<file path="src/rtl/evt_irq_pkg.sv">
package evt_irq_pkg;

    localparam int unsigned NUM_SRC_DEF = 8;
    localparam int unsigned ADDR_W      = 3;

    typedef enum logic [1:0] {
        TRIG_RISE  = 2'b00,
        TRIG_FALL  = 2'b01,
        TRIG_LEVEL = 2'b10,
        TRIG_RSVD  = 2'b11
    } trig_mode_e;

    typedef enum logic [1:0] {
        POL_HIGH       = 2'b00,
        POL_LOW        = 2'b01,
        POL_OPEN_DRAIN = 2'b10,
        POL_SPARE      = 2'b11
    } out_pol_e;

    typedef enum logic [ADDR_W-1:0] {
        ADDR_ENABLE   = 3'd0,
        ADDR_MODE_HI  = 3'd1,
        ADDR_MODE_LO  = 3'd2,
        ADDR_POLARITY = 3'd3,
        ADDR_STATUS   = 3'd4
    } reg_addr_e;

    typedef struct packed {
        logic level;
        logic oe;
    } pin_drv_t;

    function automatic trig_mode_e mode_of(input logic hi, input logic lo);
        return trig_mode_e'({hi, lo});
    endfunction

    function automatic pin_drv_t drive_of(input out_pol_e pol, input logic req);
        pin_drv_t d;
        case (pol)
            POL_LOW:        begin d.level = ~req; d.oe = 1'b1; end
            POL_OPEN_DRAIN: begin d.level = 1'b0; d.oe = req;  end
            default:        begin d.level = req;  d.oe = 1'b1; end
        endcase
        return d;
    endfunction

endpackage

</file>
<file path="src/rtl/evt_regfile.sv">
module evt_regfile
    import evt_irq_pkg::*;
#(
    parameter int unsigned NUM_SRC = NUM_SRC_DEF
) (
    input  logic               clk,
    input  logic               rst,
    input  logic               wr_en,
    input  logic               rd_en,
    input  logic [ADDR_W-1:0]  addr,
    input  logic [NUM_SRC-1:0] wdata,
    input  logic [NUM_SRC-1:0] status,
    output logic [NUM_SRC-1:0] en_q,
    output logic [NUM_SRC-1:0] mode_hi_q,
    output logic [NUM_SRC-1:0] mode_lo_q,
    output out_pol_e           pol_q,
    output logic [NUM_SRC-1:0] rdata,
    output logic               status_clr
);
    localparam int unsigned PAD_W = NUM_SRC - 2;

    logic [NUM_SRC-1:0] rd_mux;

    assign status_clr = rd_en && (addr == ADDR_STATUS);

    always_ff @(posedge clk) begin
        if (rst) begin
            en_q      <= '0;
            mode_hi_q <= '0;
            mode_lo_q <= '0;
            pol_q     <= POL_HIGH;
        end else if (wr_en) begin
            case (addr)
                ADDR_ENABLE:   en_q      <= wdata;
                ADDR_MODE_HI:  mode_hi_q <= wdata;
                ADDR_MODE_LO:  mode_lo_q <= wdata;
                ADDR_POLARITY: pol_q     <= out_pol_e'(wdata[1:0]);
                default:       ;
            endcase
        end
    end

    always_comb begin
        case (addr)
            ADDR_ENABLE:   rd_mux = en_q;
            ADDR_MODE_HI:  rd_mux = mode_hi_q;
            ADDR_MODE_LO:  rd_mux = mode_lo_q;
            ADDR_POLARITY: rd_mux = {{PAD_W{1'b0}}, pol_q};
            ADDR_STATUS:   rd_mux = status;
            default:       rd_mux = '0;
        endcase
    end

    always_ff @(posedge clk) begin
        if (rst) begin
            rdata <= '0;
        end else if (rd_en) begin
            rdata <= rd_mux;
        end
    end
endmodule

</file>
<file path="src/rtl/evt_edge_sampler.sv">
module evt_edge_sampler
    import evt_irq_pkg::*;
#(
    parameter int unsigned NUM_SRC = NUM_SRC_DEF
) (
    input  logic               clk,
    input  logic               rst,
    input  logic [NUM_SRC-1:0] cond_i,
    output logic [NUM_SRC-1:0] cond_prev
);
    always_ff @(posedge clk) begin
        if (rst) begin
            cond_prev <= '0;
        end else begin
            cond_prev <= cond_i;
        end
    end
endmodule

</file>
<file path="src/rtl/evt_src_cell.sv">
module evt_src_cell
    import evt_irq_pkg::*;
(
    input  logic       clk,
    input  logic       rst,
    input  logic       cond,
    input  logic       cond_prev,
    input  logic       enable,
    input  trig_mode_e mode,
    input  logic       clr,
    output logic       status
);
    logic hit;
    logic nxt;

    always_comb begin
        hit = 1'b0;
        nxt = 1'b0;
        if (enable) begin
            case (mode)
                TRIG_RISE: begin
                    hit = cond & ~cond_prev;
                    nxt = hit | (status & ~clr);
                end
                TRIG_FALL: begin
                    hit = ~cond & cond_prev;
                    nxt = hit | (status & ~clr);
                end
                TRIG_LEVEL: nxt = cond;
                default:    nxt = 1'b0;
            endcase
        end
    end

    always_ff @(posedge clk) begin
        if (rst) begin
            status <= 1'b0;
        end else begin
            status <= nxt;
        end
    end
endmodule

</file>
<file path="src/rtl/evt_out_drive.sv">
module evt_out_drive
    import evt_irq_pkg::*;
#(
    parameter int unsigned NUM_SRC = NUM_SRC_DEF
) (
    input  logic [NUM_SRC-1:0] status,
    input  out_pol_e           pol,
    output logic               irq_o,
    output logic               irq_oe
);
    pin_drv_t drv;

    always_comb begin
        drv    = drive_of(pol, |status);
        irq_o  = drv.level;
        irq_oe = drv.oe;
    end
endmodule

</file>
<file path="src/rtl/evt_irq_ctrl.sv">
module evt_irq_ctrl
    import evt_irq_pkg::*;
#(
    parameter int unsigned NUM_SRC = NUM_SRC_DEF
) (
    input  logic               clk,
    input  logic               rst,
    input  logic [NUM_SRC-1:0] cond_i,
    input  logic               reg_wr_en,
    input  logic               reg_rd_en,
    input  logic [ADDR_W-1:0]  reg_addr,
    input  logic [NUM_SRC-1:0] reg_wdata,
    output logic [NUM_SRC-1:0] reg_rdata,
    output logic               irq_o,
    output logic               irq_oe
);
    logic [NUM_SRC-1:0] en_q;
    logic [NUM_SRC-1:0] mode_hi_q;
    logic [NUM_SRC-1:0] mode_lo_q;
    logic [NUM_SRC-1:0] status_q;
    logic [NUM_SRC-1:0] cond_prev;
    out_pol_e           pol_q;
    logic               status_clr;

    evt_regfile #(.NUM_SRC(NUM_SRC)) regs_i (
        .clk        (clk),
        .rst        (rst),
        .wr_en      (reg_wr_en),
        .rd_en      (reg_rd_en),
        .addr       (reg_addr),
        .wdata      (reg_wdata),
        .status     (status_q),
        .en_q       (en_q),
        .mode_hi_q  (mode_hi_q),
        .mode_lo_q  (mode_lo_q),
        .pol_q      (pol_q),
        .rdata      (reg_rdata),
        .status_clr (status_clr)
    );

    evt_edge_sampler #(.NUM_SRC(NUM_SRC)) smp_i (
        .clk       (clk),
        .rst       (rst),
        .cond_i    (cond_i),
        .cond_prev (cond_prev)
    );

    for (genvar i = 0; i < NUM_SRC; i++) begin : g_src
        evt_src_cell cell_i (
            .clk       (clk),
            .rst       (rst),
            .cond      (cond_i[i]),
            .cond_prev (cond_prev[i]),
            .enable    (en_q[i]),
            .mode      (mode_of(mode_hi_q[i], mode_lo_q[i])),
            .clr       (status_clr),
            .status    (status_q[i])
        );
    end

    evt_out_drive #(.NUM_SRC(NUM_SRC)) drv_i (
        .status (status_q),
        .pol    (pol_q),
        .irq_o  (irq_o),
        .irq_oe (irq_oe)
    );
endmodule

</file>
<file path="config.mk">
export PLATFORM = sky130hd
export DESIGN_NAME = evt_irq_ctrl
export DESIGN_NICKNAME = d
export VERILOG_FILES = /design/src/rtl/evt_irq_pkg.sv /design/src/rtl/evt_regfile.sv /design/src/rtl/evt_edge_sampler.sv /design/src/rtl/evt_src_cell.sv /design/src/rtl/evt_out_drive.sv /design/src/rtl/evt_irq_ctrl.sv
export SDC_FILE = /design/constraint.sdc
export NUM_CORES = 1
export LEC_CHECK = 0
export ABC_AREA = 1
export BUFFER_PORTS_ARGS = -buffer_cell sky130_fd_sc_hd__clkbuf_2
export CAP_MARGIN = 20
export CORE_MARGIN = 2
export CORE_UTILIZATION = 56
export DETAILED_ROUTE_END_ITERATION = 10
export PLACE_DENSITY = 0.88
export RECOVER_POWER = 50
export SKIP_CTS_REPAIR_TIMING = 1
export SLEW_MARGIN = 5
export SYNTH_ARGS = -nofsm -noshare
export SYNTH_HDL_FRONTEND = slang
export SYNTH_SLANG_ARGS = --single-unit
</file>
<file path="constraint.sdc">
create_clock -name clk -period 1.7 [get_ports clk]
set_input_delay 0.255 -clock clk [delete_from_list [all_inputs] [get_ports clk]]
set_output_delay 0.255 -clock clk [all_outputs]
set_load 0.01 [all_outputs]
</file>
Word-level counts from Yosys, hierarchy flattened
Index checks and enable logic that the tools add are counted.
{"block": "word_totals", "out_inout_bits": 10, "regBits": 50}
{"block": "op_classes", "muxes": 10, "n_eq_ne": 22, "bitwise_logic": 66, "n_reduce_logical": 23}
{"op": "$pmux 8 s5", "count": 1}
{"op": "$not 1->1", "count": 26}
{"op": "$and 1x1->1", "count": 24}
{"op": "$pmux 1 s3", "count": 8}
{"op": "$eq 2x1->1 const B", "count": 9}
{"op": "$eq 2x2->1 const B", "count": 9}
{"op": "$logic_not 2->1", "count": 8}
{"op": "$or 1x1->1", "count": 16}
{"op": "$reduce_or 2->1", "count": 8}
{"op": "$reduce_and 2->1", "count": 4}
{"op": "$reduce_or 8->1", "count": 1}
{"op": "$eq 3x2->1 const B", "count": 2}
{"op": "$pmux 2 s2", "count": 1}
{"op": "$eq 3x1->1 const B", "count": 1}
{"op": "$eq 3x3->1 const B", "count": 1}
{"op": "$logic_not 3->1", "count": 1}
{"op": "$logic_and 1x1->1", "count": 1}

Longest topological paths before layout
Gate-level depths: netlist of the first run.
{"block": "logic_depth", "depth_word": 6, "depth_mapped": 9, "mapped_depth_nobuf": 9}

Cells and area by module
From an unflattened synthesis of the first run, not the netlist that was laid out.
{"block": "unflattened", "hier_cells": 373, "area_unflattened_um2": 2511.2}
{"mod": "evt_regfile", "n_inst": 1, "area_per_inst_um2": 1587.8, "cells_each": 217, "seq_area_each_um2": 680.7}
{"mod": "evt_src_cell", "n_inst": 8, "area_per_inst_um2": 75.1, "cells_each": 14, "seq_area_each_um2": 20.0}
{"mod": "evt_edge_sampler", "n_inst": 1, "area_per_inst_um2": 231.5, "cells_each": 25, "seq_area_each_um2": 160.2}
{"mod": "evt_out_drive", "n_inst": 1, "area_per_inst_um2": 91.3, "cells_each": 19, "seq_area_each_um2": 0.0}

Worst setup path before layout of the first run
No wires, ideal clock.
{"block": "synth_timing", "path_type": "reg2out", "start": "register regs_i.pol_q[0]", "end": "output port irq_o", "t_arrival_ps": 993, "path_buffers": 0, "stages_incl_launch_ff": 5, "setup_slack_ps": 452, "t_required_ps": 1445, "cell_sequence": "dfxtp_1 > inv_1 > ha_1 > inv_1 > o21ai_0"}
{"block": "synth_between", "elab_chain_len": 2, "word_cells_on_any_way": 3, "classes_between": "eq/ne: 2; mux: 1"}
{"item": "from (decl)", "line_no": "evt_regfile.sv:16", "rtl": "output out_pol_e pol_q,"}
{"item": "from (signal assigned)", "line_no": "evt_regfile.sv:37", "rtl": "ADDR_POLARITY: pol_q <= out_pol_e'(wdata[1:0]);"}
{"item": "$eq 2x2->1 / $eq 2x1->1 (equally long branches)", "line_no": "evt_irq_pkg.sv:39", "rtl": "case (pol)"}
{"item": "$pmux 2 s2 (*)", "line_no": "evt_irq_pkg.sv:39"}
{"item": "to (decl)", "line_no": "evt_irq_ctrl.sv:14", "rtl": "output logic irq_o,"}
Every way passes the cells marked *; elsewhere a longest branch is shown, timed or not.

Final worst setup path of the first run
{"block": "layout_timing", "start": "register g_src[7].cell_i.status", "end": "output port irq_o"}
{"block": "layout_between", "elab_chain_len": 3}
{"item": "from (decl)", "line_no": "evt_src_cell.sv:11", "rtl": "output logic status"}
{"item": "from (signal assigned)", "line_no": "evt_src_cell.sv:39", "rtl": "status <= nxt;"}
{"item": "$reduce_or 8->1 (*)", "line_no": "evt_out_drive.sv:14", "rtl": "drv = drive_of(pol, |status);"}
{"item": "$not 1->1", "line_no": "evt_irq_pkg.sv:40", "rtl": "POL_LOW: begin d.level = ~req; d.oe = 1'b1; end"}
{"item": "$pmux 2 s2 (*)", "line_no": "evt_irq_pkg.sv:39"}
Marks and branches as above.

==> results of run 1 <==
registers in the layout, summed over array words and instances (netlist names):
signal / flops
g_src.cell_i.status: 8
regs_i.pol_q: 2
regs_i.rdata: 8
regs_i.mode_hi_q: 8
smp_i.cond_prev: 8
regs_i.mode_lo_q: 8
regs_i.en_q: 8
critical path: stages (launching register included):
cell,delay [ns]
dfxtp_2,0.33
inv_2,0.06
nand4_1,0.14
nor3_2,0.26
nand3_1,0.10
o21ai_1,0.07
buf_2,0.13
stage by stage:
stage | total power (µW) | instance area [µm²] | setup WS [ns]
after CTS | 2281 | 2624 | -0.07887
after detailed placement | 1470 | 2514 | 0.1405
after global placement | 1463 | 2514 | 0.1774
after global routing | 2360 | 2611 | -0.05238
after floorplan | 1382 | 2302 | 0.4518
final | 2275 | 2611 | 0.04077
cells by family (layout without fill, tap and decap cells):
| family | Yosys count | after routing |
|---|---|---|
| AND/OR/NAND/NOR | 144 | 144 |
| adder cells (fa/ha/maj) | 2 | 2 |
| buffers and inverters | 45 | 83 |
| AO/OA/AOI/OAI | 78 | 78 |
| flip-flops | 50 | 50 |
worst max path at each step:
| stage | from | endpoint | slack, ns | depth (start not counted) |
|---|---|---|---|---|
| global route | g_src[6].cell_i.status$_SDFF_PP0_ | irq_o | -0.05 | 6 |
| detailed placement | reg_addr[1] | regs_i.rdata[4]$_SDFFE_PP0P_ | 0.14 | 8 |
| floorplan | regs_i.pol_q[0]$_SDFFE_PP0P_ | irq_o | 0.45 | 4 |
| global placement | reg_addr[1] | regs_i.rdata[7]$_SDFFE_PP0P_ | 0.18 | 8 |
| finish | g_src[7].cell_i.status$_SDFF_PP0_ | irq_o | 0.04 | 6 |
| CTS | g_src[3].cell_i.status$_SDFF_PP0_ | irq_o | -0.08 | 6 |
routing by layer:
layer	up-vias	wire length, µm	part of all wire
met1	1067	2456	0.42
met2	104	2807	0.48
met3	10	474	0.081
li1	1129	-	-
met4	0	98	0.017
met5	-	0	0
placed cells by master, fill, tap and decap left out, types with 2 or more instances in the layout:
| master | count |
|---|---|
| a211o_1 | 7 |
| a21oi_1 | 33 |
| buf_4 | 7 |
| clkbuf_1 | 12 |
| clkbuf_2 | 21 |
| clkbuf_8 | 5 |
| dfxtp_1 | 46 |
| dfxtp_2 | 4 |
| ha_1 | 2 |
| inv_1 | 27 |
| inv_2 | 7 |
| nand2_1 | 64 |
| nand3_1 | 38 |
| nand4_1 | 2 |
| nor2_1 | 30 |
| nor2_2 | 3 |
| o21ai_0 | 32 |
| o21ai_1 | 3 |
power groups by stage:
stage               registers (µW)  clock network (µW)  logic, µW
floorplan                     1250                   0        136
CTS                           1220                 836        220
global route                  1230                 888        243
global placement              1250                   0        213
detailed placement            1250                   0        218
finish                        1230                 832        217
area by class of cell:
type	count	area, µm²
clock buffers	6	72.57
clock inverters	2	37.54
fillers	377	1360
inverters	35	131.4
multi-input cells	224	1097
flip-flops and latches	50	1006
well taps	50	62.56
repair buffers	40	203.9
==> results.yml, run 1 <==
worst_setup_path:
  end_kind: "output pin"
  rr_worst_depth: 4
  required_ns: 1.44
  crit_path_start_kind: "flip-flop"
  r2r_slack_ns: 0.76
  cp_data_arrival_time_ns: 1.40
  r2r-start: "regs_i.en_q[0]$_SDFFE_PP0P_"
  worstReg2RegEnd: "regs_i.rdata[0]$_SDFFE_PP0P_"
  critPathMaxFanout: 3
  worstSetupPathType: "flip-flop to output pin"
placed_design:
  dpl.hpwl_um: 4008
  dp.cells: 398
  io_buffers: 32
  gp_congestion: 0.8789
sta:
  worst_pin_slew_ns: 1.177
  max_slew_margin: 0.2151
  clock_skew_ns: 0.01312
  max_freq_mhz: 602.7
  hold_violations: 0
  slew_violations: 0
  rsz0062_at_grt: "true"
  finalSetupViolCount: 0
  fin_crit_ns: 1.659
  period_share: 0.9760
  setup-tns-final_ns: 0
  hold_ws_ns: 0.1732
pwr:
  seq_power_share: 0.539
  power_switching_share: 0.2458
  p_leak_uw: 0.001090
  clkPwrFrac: 0.366
  power_density_mw_per_mm2: 871.3
  combPwrFrac: 0.095
  vdd_drop_max_uv: 579.9
  power.switching_uw: 559.3
  p_int_uw: 1716
clocking:
  clk_latency_ns: 0.31
  root_buffer: "clkbuf_8"
  clockBufferDepth: 2
  clk_pin_slew_ns: 0.08
  numClockSinks: 50
  cts_tree: "done"
  cts_buffers: 5
  htree_levels: 2
floorplan:
  fp.dieW_um: 68.12
  rows: 23
  num_io_pins: 33
  start_util: 0.5797
  core_mm2: 0.003971
  die_h_um: 68.12
  dieArea_mm2: 0.004640
global_routing:
  grt_pass1_wl_um: 9432
  met3_usage: 0.06414
  gr-total-overflow: 0
  antenna_found_initial: 0
  grt_use_met2: 0.4684
  grt-busiest-layer: "met2"
  grt_pass1_vias: 2116
  use_met1: 0.3371
  grt_max_degree: 27
  grt_usage: 0.2776
cells_and_area:
  fin_util: 0.6575
  area_growth_pct: 13.42
  drive_gt1_frac: 0.1625
  fin_nets: 381
  final_cells: 407
  antenna_cells: 0
job:
  drv_cap: 0
yosys:
  netlist_instances: 319
  synthTopCellsByCount: "64 x nand2_1, 50 x dfxtp_1, 39 x nand3_1"
  synth-edff-count: 0
  async_flop_share: 0
  muxShareOfSynthArea: 0
  yosys_warnings: 0
  ys_ff_latch: 50
  netlist.area_leader.share: 0.4348
  synth_xor_area_frac: 0
  synth_top_family_by_area: "simple AND/OR/NAND/NOR gates"
  netlist_area_mm2: 0.002302
  synth_compound_area_frac: 0.1853
  synth_cell_types: 27
  synth.most_common_cell: "nand2_1"
  yosys-top-cells-area: "dfxtp_1 43%, nand2_1 10%, nand3_1 8.5%, a21oi_1 7.2%, o21ai_0 7.2%"
  ys.flop_type: "dfxtp_1"
  synth_simple_gate_area_frac: 0.2842
  syn-num-nets: 344
  ys_seq_area_frac: 0.4348
  synthAdderAreaFrac: 0.01087
  yosysTopAreaCell: "dfxtp_1"
  synth.avg_cell_area_um2: 7.217
route:
  vias: 2310
  wl_per_cell_um: 14.34
  first_pass_iters: 5
  drt_iter0_drc: 227
  routed_wl_um: 5837
  ant_nets: 0
  avgViaCountPerCell: 5.676
  drc_errors: 0
hold_path:
  worstHoldStart: "cond_i[1]"
  hold_class: "input pin to flip-flop"
  hold_end: "smp_i.cond_prev[1]$_SDFF_PP0_"
  whs_path_depth: 3
status:
  status: "completed"
Power figures use the tool's default switching activity.
==> run 2, diff against run 1 <==
--- a/config.mk
+++ b/config.mk
@@ -9,9 +9,9 @@
 export BUFFER_PORTS_ARGS = -buffer_cell sky130_fd_sc_hd__clkbuf_2
 export CAP_MARGIN = 20
 export CORE_MARGIN = 2
-export CORE_UTILIZATION = 56
+export CORE_UTILIZATION = 53
 export DETAILED_ROUTE_END_ITERATION = 10
-export PLACE_DENSITY = 0.88
+export PLACE_DENSITY = 0.85
 export RECOVER_POWER = 50
 export SKIP_CTS_REPAIR_TIMING = 1
 export SLEW_MARGIN = 5
==> run 2 against run 1 <==
Effect of this change: sequential share of layout area is 0.22 points higher; cell count is 0.74% higher; clock power is 21% lower; non-clock buffer count is 4 higher; sequential power hardly changed; power is 7.8% lower; utilization is 2.1 points lower; largest cell class unchanged.
==> results.yml, run 2 (synthesis results as in run 1) <==
status:
  status: "completed"
route:
  avgViaCountPerCell: 5.624
  wl_per_cell_um: 14.24
  vias: 2306
  drt_iter0_drc: 225
  drc_errors: 0
  ant_nets: 0
  first_pass_iters: 7
  routed_wl_um: 5839
cells_and_area:
  final_cells: 410
  fill_cells: 387
  fin_nets: 385
  final_common_cell: "nand2_1"
  fin_util: 0.6363
  final_cell_mix: "64 x nand2_1, 45 x dfxtp_1, 39 x nand3_1"
  antenna_cells: 0
  area_growth_pct: 12.93
  drive_gt1_frac: 0.1639
  postLayoutCellArea_mm2: 0.002600
hold_path:
  worstHoldStart: "cond_i[1]"
  whs_path_depth: 3
  hold_end: "smp_i.cond_prev[1]$_SDFF_PP0_"
  hold_class: "input pin to flip-flop"
worst_setup_path:
  cpLargestDelayFamily: "flip-flops"
  crit_path_start_kind: "flip-flop"
  crit_slowest_cell: "dfxtp_2"
  max_stage_delay_ns: 0.36
  end_kind: "output pin"
  cp_num_buf_inv: 3
  critPathMaxFanout: 3
  worstReg2RegEnd: "regs_i.rdata[7]$_SDFFE_PP0P_"
  rr_worst_depth: 5
  required_ns: 1.44
  r2r_slack_ns: 0.71
  cp_data_arrival_time_ns: 1.37
  r2r-start: "g_src[7].cell_i.status$_SDFF_PP0_"
  crit_chain: "inv_1 -> ha_1 -> inv_1 -> nand3_1 -> o21ai_0 -> buf_2"
  cpMostUsedCell: "inv_1"
  worstSetupPathType: "flip-flop to output pin"
global_routing:
  grt_usage: 0.2509
  gr-total-overflow: 0
  grt_max_degree: 27
  grt_pass1_vias: 2028
  antenna_found_initial: 0
  grt_pass1_wl_um: 9722
clocking:
  root_buffer: "clkbuf_8"
  cts_tree: "done"
  clk_latency_ns: 0.30
  htree_levels: 2
  numClockSinks: 50
  cts_buffers: 5
  clockBufferDepth: 2
  clk_pin_slew_ns: 0.09
pwr:
  power_density_mw_per_mm2: 807.2
  finalPower_uw: 2099
  vdd_drop_max_uv: 643.6
  p_leak_uw: 0.001102
floorplan:
  fp.dieW_um: 69.91
  core_mm2: 0.004086
  rows: 23
  num_io_pins: 33
  die_h_um: 69.91
  start_util: 0.5634
  dieArea_mm2: 0.004887
placed_design:
  gp_congestion: 0.9250
  place_area_mm2: 0.002536
  dp.cells: 401
  io_buffers: 32
  dpl.hpwl_um: 4111
sta:
  max_slew_margin: 0.2033
  fin_crit_ns: 1.630
  clock_skew_ns: 0.005271
  slew_violations: 0
  worst_pin_slew_ns: 1.195
  rsz0062_at_grt: "true"
  period_share: 0.9586
  finalSetupViolCount: 0
  setup-tns-final_ns: 0
  hold_violations: 0
  max_freq_mhz: 613.6
job:
  drv_cap: 0
-- run 2: worst max path at each step --
stage | cells past startpoint | start | to | slack (ns)
global route | 6 | g_src[6].cell_i.status$_SDFF_PP0_ | irq_o | -0.01
finish | 6 | regs_i.pol_q[0]$_SDFFE_PP0P_ | irq_o | 0.07
detailed placement | 7 | reg_addr[2] | regs_i.rdata[3]$_SDFFE_PP0P_ | 0.25
floorplan | 4 | regs_i.pol_q[0]$_SDFFE_PP0P_ | irq_o | 0.45
CTS | 6 | g_src[3].cell_i.status$_SDFF_PP0_ | irq_o | -0.07
global placement | 8 | reg_addr[0] | regs_i.rdata[3]$_SDFFE_PP0P_ | 0.27
-- run 2: routing by layer --
metal	vias to the layer above	wire length, µm	share of wire	GRT usage
li1	1133	-	-	-
met1	1033	2450	0.42	0.3394
met2	128	2712	0.46	0.3894
met3	12	556	0.095	0.04906
met4	0	121	0.021	0.1090
met5	-	0	0	0
-- run 2: worst min-delay path, stage by stage --
cell	delay, ns
clkbuf_2	0.07
inv_1	0.05
nor2_1	0.07
-- run 2: final cells by class --
type                    instances  area, µm²  area share
multi-input cells             224       1087      0.4182
inverters                      35      131.4     0.05053
clock buffers                   7      76.32     0.02936
well taps                      50      62.56     0.02406
repair buffers                 44      235.2     0.09047
flip-flops and latches         50       1007      0.3874
-- run 2: where the power goes --
| part | switching [µW] | total (µW) | internal, µW |
|---|---|---|---|
| clock | 369 | 654 | 284 |
| sequential | 23.8 | 1230 | 1200 |
| combinational | 141 | 219 | 78.4 |
| total | 534 | 2100 | 1560 |
-- run 2: per-stage QoR --
step | setup slack, ns | hold slack [ns]
5_1_grt | -0.01498 | 0.1961
6_report | 0.07035 | 0.1750
3_3_place_gp | 0.2720 | 0.4483
2_1_floorplan | 0.4518 | 0.3908
4_1_cts | -0.07126 | 0.1725
3_5_place_dp | 0.2467 | 0.4544
